## config.mk

```make
export PLATFORM = sky130hd
export DESIGN_NAME = mux_bus_seq
export DESIGN_NICKNAME = d
export VERILOG_FILES = /design/src/rtl/mux_bus_seq.sv
export SDC_FILE = /design/constraint.sdc
export NUM_CORES = 1
export LEC_CHECK = 0
export ABC_AREA = 1
export BUFFER_PORTS_ARGS = -buffer_cell sky130_fd_sc_hd__buf_4
export CORE_MARGIN = 10
export CORE_UTILIZATION = 30
export CTS_CLUSTER_DIAMETER = 40
export DETAILED_ROUTE_END_ITERATION = 8
export PLACE_DENSITY = 0.52
export SYNTH_ARGS = -nofsm -noshare
export SYNTH_HDL_FRONTEND = slang
export SYNTH_SLANG_ARGS = --single-unit
```

## constraint.sdc

```tcl
create_clock -name clk -period 1.1 [get_ports clk]
set_input_delay 0.165 -clock clk [delete_from_list [all_inputs] [get_ports clk]]
set_output_delay 0.165 -clock clk [all_outputs]
set_load 0.05 [all_outputs]
```

## src/rtl/mux_bus_seq.sv

```systemverilog
module mux_bus_seq #(
  parameter int ADDR_W      = 16,
  parameter int DATA_W      = 8,
  parameter int SYNC_STAGES = 2
) (
  input  logic                       clk,
  input  logic                       rst,
  input  logic                       req_valid,
  input  logic                       req_write,
  input  logic                       req_io,
  input  logic [ADDR_W-1:0]          req_addr,
  input  logic [DATA_W-1:0]          req_wdata,
  output logic                       idle,
  output logic                       done,
  output logic [DATA_W-1:0]          rdata,
  output logic [ADDR_W-DATA_W-1:0]   addr_hi,
  output logic [DATA_W-1:0]          ad_out,
  output logic                       ad_oe,
  input  logic [DATA_W-1:0]          ad_in,
  output logic                       ale,
  output logic                       rd_n,
  output logic                       wr_n,
  output logic                       io_m,
  input  logic                       bus_ready
);

  typedef enum logic [2:0] {S_IDLE, S_ADDR, S_STRB, S_WAIT, S_LAST} state_t;

  state_t                 state;
  logic [ADDR_W-1:0]      addr_q;
  logic [DATA_W-1:0]      wdata_q;
  logic                   wr_q;
  logic                   io_q;
  logic [SYNC_STAGES-1:0] rdy_pipe;
  logic                   rdy_sync;
  logic                   strobe;

  assign rdy_sync = rdy_pipe[SYNC_STAGES-1];

  always_ff @(posedge clk) begin
    if (rst) begin
      rdy_pipe <= '0;
    end else begin
      rdy_pipe[0] <= bus_ready;
      for (int i = 1; i < SYNC_STAGES; i++) rdy_pipe[i] <= rdy_pipe[i-1];
    end
  end

  always_ff @(posedge clk) begin
    if (rst) begin
      state   <= S_IDLE;
      done    <= 1'b0;
      rdata   <= '0;
      addr_q  <= '0;
      wdata_q <= '0;
      wr_q    <= 1'b0;
      io_q    <= 1'b0;
    end else begin
      done <= 1'b0;
      unique case (state)
        S_IDLE: if (req_valid) begin
          state   <= S_ADDR;
          addr_q  <= req_addr;
          wdata_q <= req_wdata;
          wr_q    <= req_write;
          io_q    <= req_io;
        end
        S_ADDR: state <= S_STRB;
        S_STRB: state <= rdy_sync ? S_LAST : S_WAIT;
        S_WAIT: if (rdy_sync) state <= S_LAST;
        S_LAST: begin
          state <= S_IDLE;
          done  <= 1'b1;
          if (!wr_q) rdata <= ad_in;
        end
        default: state <= S_IDLE;
      endcase
    end
  end

  assign strobe  = (state == S_STRB) || (state == S_WAIT) || (state == S_LAST);
  assign idle    = (state == S_IDLE);
  assign ale     = (state == S_ADDR);
  assign rd_n    = !(strobe && !wr_q);
  assign wr_n    = !(strobe && wr_q);
  assign io_m    = !idle && io_q;
  assign addr_hi = addr_q[ADDR_W-1:DATA_W];
  assign ad_oe   = ale || (strobe && wr_q);
  assign ad_out  = ale ? addr_q[DATA_W-1:0] : wdata_q;

  a_r6_strobes_exclusive: assert property (@(posedge clk) disable iff (rst)
    !(!rd_n && !wr_n));
  a_r2_ale_strobes_high: assert property (@(posedge clk) disable iff (rst)
    ale |-> (rd_n && wr_n && ad_oe));
  a_r2_ale_then_strobe: assert property (@(posedge clk) disable iff (rst)
    ale |=> (!rd_n || !wr_n));
  a_r4_read_floats: assert property (@(posedge clk) disable iff (rst)
    !rd_n |-> !ad_oe);
  a_r5_write_drives: assert property (@(posedge clk) disable iff (rst)
    !wr_n |-> ad_oe);
  a_r8_done_single: assert property (@(posedge clk) disable iff (rst)
    done |=> !done);
  a_r1_addr_held_busy: assert property (@(posedge clk) disable iff (rst)
    (!idle && !ale) |-> $stable(addr_hi));
  a_r9_reset_quiet: assert property (@(posedge clk)
    rst |=> (rd_n && wr_n && !ad_oe && idle));

endmodule

```

## Yosys cells after proc, flatten, opt, wreduce, memory -nomap -nowiden

Cells that the tools add are included.

- RAM bits: 0
- Flip-flop bits (word level): 40
- Bits of input ports: 38
- Output and inout port bits: 31
- Bits in read-only memories: 0
- Bits in latches: 0
- Word-level logic and storage cells: 35
- Memories: 0

- Equal/unequal tests: 6
- Add/subtract/negate cells: 0
- Magnitude comparators: 0
- Bitwise operators: 1
- Shift-type cells: 0
- Divide/modulo/power cells: 0
- Reductions and logical operators: 14
- Multiplexer cells: 6
- $mul: 0

Operator list:

| cell | number |
|---|---|
| $pmux 3 s4 | 1 |
| $mux 3 | 3 |
| $mux 8 | 1 |
| $eq 3x2->1 const B | 2 |
| $reduce_and 2->1 | 3 |
| $logic_not 1->1 | 4 |
| $ne 2x2->1 const B | 2 |
| $eq 3x1->1 const B | 1 |
| $eq 3x3->1 const B | 1 |
| $logic_and 1x1->1 | 3 |
| $logic_not 3->1 | 1 |
| $logic_or 1x1->1 | 3 |
| $mux 1 | 1 |
| $not 1->1 | 1 |

## Depth between registers and ports, before layout

- Depth after elaboration: 5
- Depth in mapped cells: 7
- Depth with buffers taken out: 6

## Worst setup path after synthesis

Ideal clock, no wire load.

- Path type: reg2out
- From: reg state[2]
- To: out io_m
- Arrival: 2.126 ns
- Setup slack: -1.191 ns
- Stages on the path, launching flop included: 4
- Path buffers: 1
- Data required time: 0.935 ns
- Path through: dfxtp_1 buf_6 nor3_1 nor2_1

- Longest elaborated chain between the ends: 3

RTL lines:

| what | RTL line | source |
|---|---|---|
| start: declaration | 29 | `state_t state;` |
| start signal: assignment | 69 | `S_STRB: state <= rdy_sync ? S_LAST : S_WAIT;` |
| $logic_not 3->1 | 82 | `assign idle = (state == S_IDLE);` |
| via idle | 13 | `output logic idle,` |
| $logic_not 1->1 | 86 | `assign io_m = !idle && io_q;` |
| $logic_and 1x1->1 | 86 |  |
| end: declaration | 23 | `output logic io_m,` |

The timed path passes the listed nets, and every way through them passes these cells.

## Final worst setup path

- From: reg state[1]
- To: out ad_out[6]

- Longest elaborated chain between the ends: 2

RTL lines:

| what | RTL line | source |
|---|---|---|
| $eq 3x1->1 | 83 | `assign ale = (state == S_ADDR);` |
| $mux 8 | 89 | `assign ad_out = ale ? addr_q[DATA_W-1:0] : wdata_q;` |
| end: declaration | 17 | `output logic [DATA_W-1:0] ad_out,` |

No other way between the ends.

==> flow_metrics.env <==
export IMPL_outcome="finished with violations"
export IMPL_violations="setup timing"
export IMPL_synth_nets=324
export IMPL_die_w_um=99.81
export IMPL_die_h_um=99.81
export IMPL_yosysUniqueCellTypes=19
export IMPL_ir_drop_mv=0.8286
export IMPL_syn_avg_cell_area_um2=6.680
export IMPL_synth_seq_cells=40
export IMPL_diodes=0
export IMPL_dp_slack_ns=-0.2232
export IMPL_path_cells="nor2_8, buf_12, nand2_8, nand2_1, o21ai_4, buf_6"
export IMPL_grt_overflow_total=0
export IMPL_grt_antenna_before_repair=0
export IMPL_synth_adder_area_share_pct=0
export IMPL_synthXorXnorAreaFrac_pct=0
export IMPL_synth_cell_area_um2=1911
export IMPL_holdBufCountCts=0
export IMPL_min_from="req_addr[8]"
export IMPL_row_count=29
export IMPL_leakage_nw=1.683
export IMPL_synth_mux_area_share_pct=0
export IMPL_dr_pass1_iters=4
export IMPL_via_per_inst=4.244
export IMPL_yosys_area_top_type_share_pct=41.91
export IMPL_antenna_left=0
export IMPL_clk_pin_slew_worst_paths_ns=0.09
export IMPL_cp_top_family="flip-flops"
export IMPL_initialDrtViolationCount=44
export IMPL_worstSetupStartpointType="flip-flop"
export IMPL_cp_slowest_cell="dfxtp_4"
export IMPL_cts_root_buf="clkbuf_8"
export IMPL_finalNetCount=415
export IMPL_start_util_pct=30.44
export IMPL_skew_ns=0.01034
export IMPL_cp_max_fo=8
export IMPL_cap_violations=0
export IMPL_crit_arrival_ns=1.37
export IMPL_period_needed_ns=1.537
export IMPL_grt_usage_pct=11.41
export IMPL_nFillCells=597
export IMPL_cts_path_max_buffers=2
export IMPL_h_tree_depth=2
export IMPL_routedWlPerCell_um=13.10
export IMPL_drive_gt1_share_pct=60.05
export IMPL_hp_class="in -> reg"
export IMPL_vias=1931
export IMPL_dp_hpwl_um=3721
export IMPL_yosysSeqAreaShare_pct=41.91
export IMPL_routed_wl_um=5961
export IMPL_ioPinCount=69
export IMPL_grt_max_degree=18
export IMPL_tritoncts="done"
export IMPL_synth_top_family_by_area="simple AND/OR/NAND/NOR gates"
export IMPL_seq_area_um2=812.0
export IMPL_reg2reg_from="state[1]"
export IMPL_io_buffers=68
export IMPL_cts_buffers=5
export IMPL_setup_viol=46
export IMPL_path_buf_inv=2
export IMPL_rsz0062_at_grt="true"
export IMPL_finalPower_w=0.005726
export IMPL_slew_headroom_pct=84.34
export IMPL_fmax_ghz=0.6506
export IMPL_critical_path_class="reg -> out"
export IMPL_grt_pass1_vias=1932
export IMPL_cp_slowest_stage_delay_ns=0.37
export IMPL_yosysWarningCount=0
export IMPL_route_detailed_drc=0
export IMPL_startpoint="state[1]"
export IMPL_grt_pass1_wl_um=9356
export IMPL_dieArea_um2=9961
export IMPL_synth_compound_area_share_pct=2.358
export IMPL_synthSimpleGateAreaFrac_pct=38.77
export IMPL_synth_top_area_cell="dfxtp_1"
export IMPL_hold_violations=0
export IMPL_power_per_cell_area_nw_per_um2=1606
export IMPL_multi_input_area_um2=1277
export IMPL_synth_area_top_cells="dfxtp_1 (42%), nand2_1 (17%), nor2_1 (13%)"
export IMPL_gp_congestion=0.7018
export IMPL_setup_slack_ns=-0.4370
export IMPL_cts_sinks=40
export IMPL_slew_violations=0
export IMPL_finalCritPeriodShare_pct=139.7
export IMPL_synthCells=286
export IMPL_core_um2=6277
export IMPL_worst_pin_slew_ns=0.2345
export IMPL_worstSkewPairLatency_ns=0.30
export IMPL_end_kind="primary output"
export IMPL_tns_ns=-13.01
export IMPL_critPathRequiredTime_ns=0.94
export IMPL_area_growth_pct=86.58
## cell type report
class / count / share of cell area [%]
multi-input combinational: 186 / 35.84
timing repair buffer: 101 / 29.73
sequential: 40 / 22.78
inverter: 43 / 4.633
tap: 77 / 2.703
clock buffer: 6 / 2.633
clock inverter: 2 / 1.685
## synthesized netlist by cell type (all sizes together)
cell type	number
nand2	88
inv	43
nor2	81
dfxtp	40
nor3	2
a21oi	1
buf	19
o21ai	8
nand3	4
## report_power, final
part | total, W | switching, W | internal [W]
Combinational | 0.00246 | 0.00138 | 0.00108
Sequential | 0.00169 | 0.0000932 | 0.00159
Clock | 0.00158 | 0.000537 | 0.00104
## cell usage in the layout, fill, tap and decap left out, drive strengths merged
master    count
o21ai         8
clkinvlp      1
bufinv        2
nor3          2
nand2        89
dfxtp        40
nor2         81
a21oi         1
clkbuf        8
buf          99
nand3         5
inv          42
## metrics by stage
step	std cells	area [um2]	hold slack, ns	utilization (%)
after floorplan	286	2061	0.2267	-
after global placement	430	2700	0.3716	43.01
after detailed placement	430	2700	0.3780	43.01
after CTS	452	3324	0.07359	52.96
after global routing	455	3565	0.07610	56.79
final	455	3565	0.07632	56.79
## state kept, by name, summed over array words and instances, names as in the netlist
register,count
wr_q,1
rdata,8
addr_q,16
state,3
io_q,1
rdy_pipe,2
wdata_q,8
done,1
## cell families after synthesis
kind of cell,after synthesis
buffers and inverters,62
AND/OR/NAND/NOR,175
flip-flops,40
AO/OA/AOI/OAI,9
## final timing paths
check             cells past startpoint          end  slack, ns
setup / recovery                      6    ad_out[6]      -0.44
hold / removal                        3    addr_q[8]       0.08
setup reg to reg                      9   wdata_q[6]      -0.34
hold reg to reg                       2  rdy_pipe[1]       0.40
## tightest hold or removal path: stages
cell    delay [ns]
buf_4         0.08
nor2_2        0.03
nor2_2        0.06
## metal layers
layer	wire [um]	GRT usage [%]
met5	0	0
met4	62	3.749
met3	326	3.709
met2	3247	20.46
met1	2325	12.32
## timing repair
| item | CTS | global route |
|---|---|---|
| endpoints found under the setup margin | 51 | 52 |
| resized for setup | 73 | 77 |
| setup buffers | 7 | 6 |
| pin swaps | 6 | 14 |
| cloned | 7 | 2 |
Power figures use the tool's default switching activity.
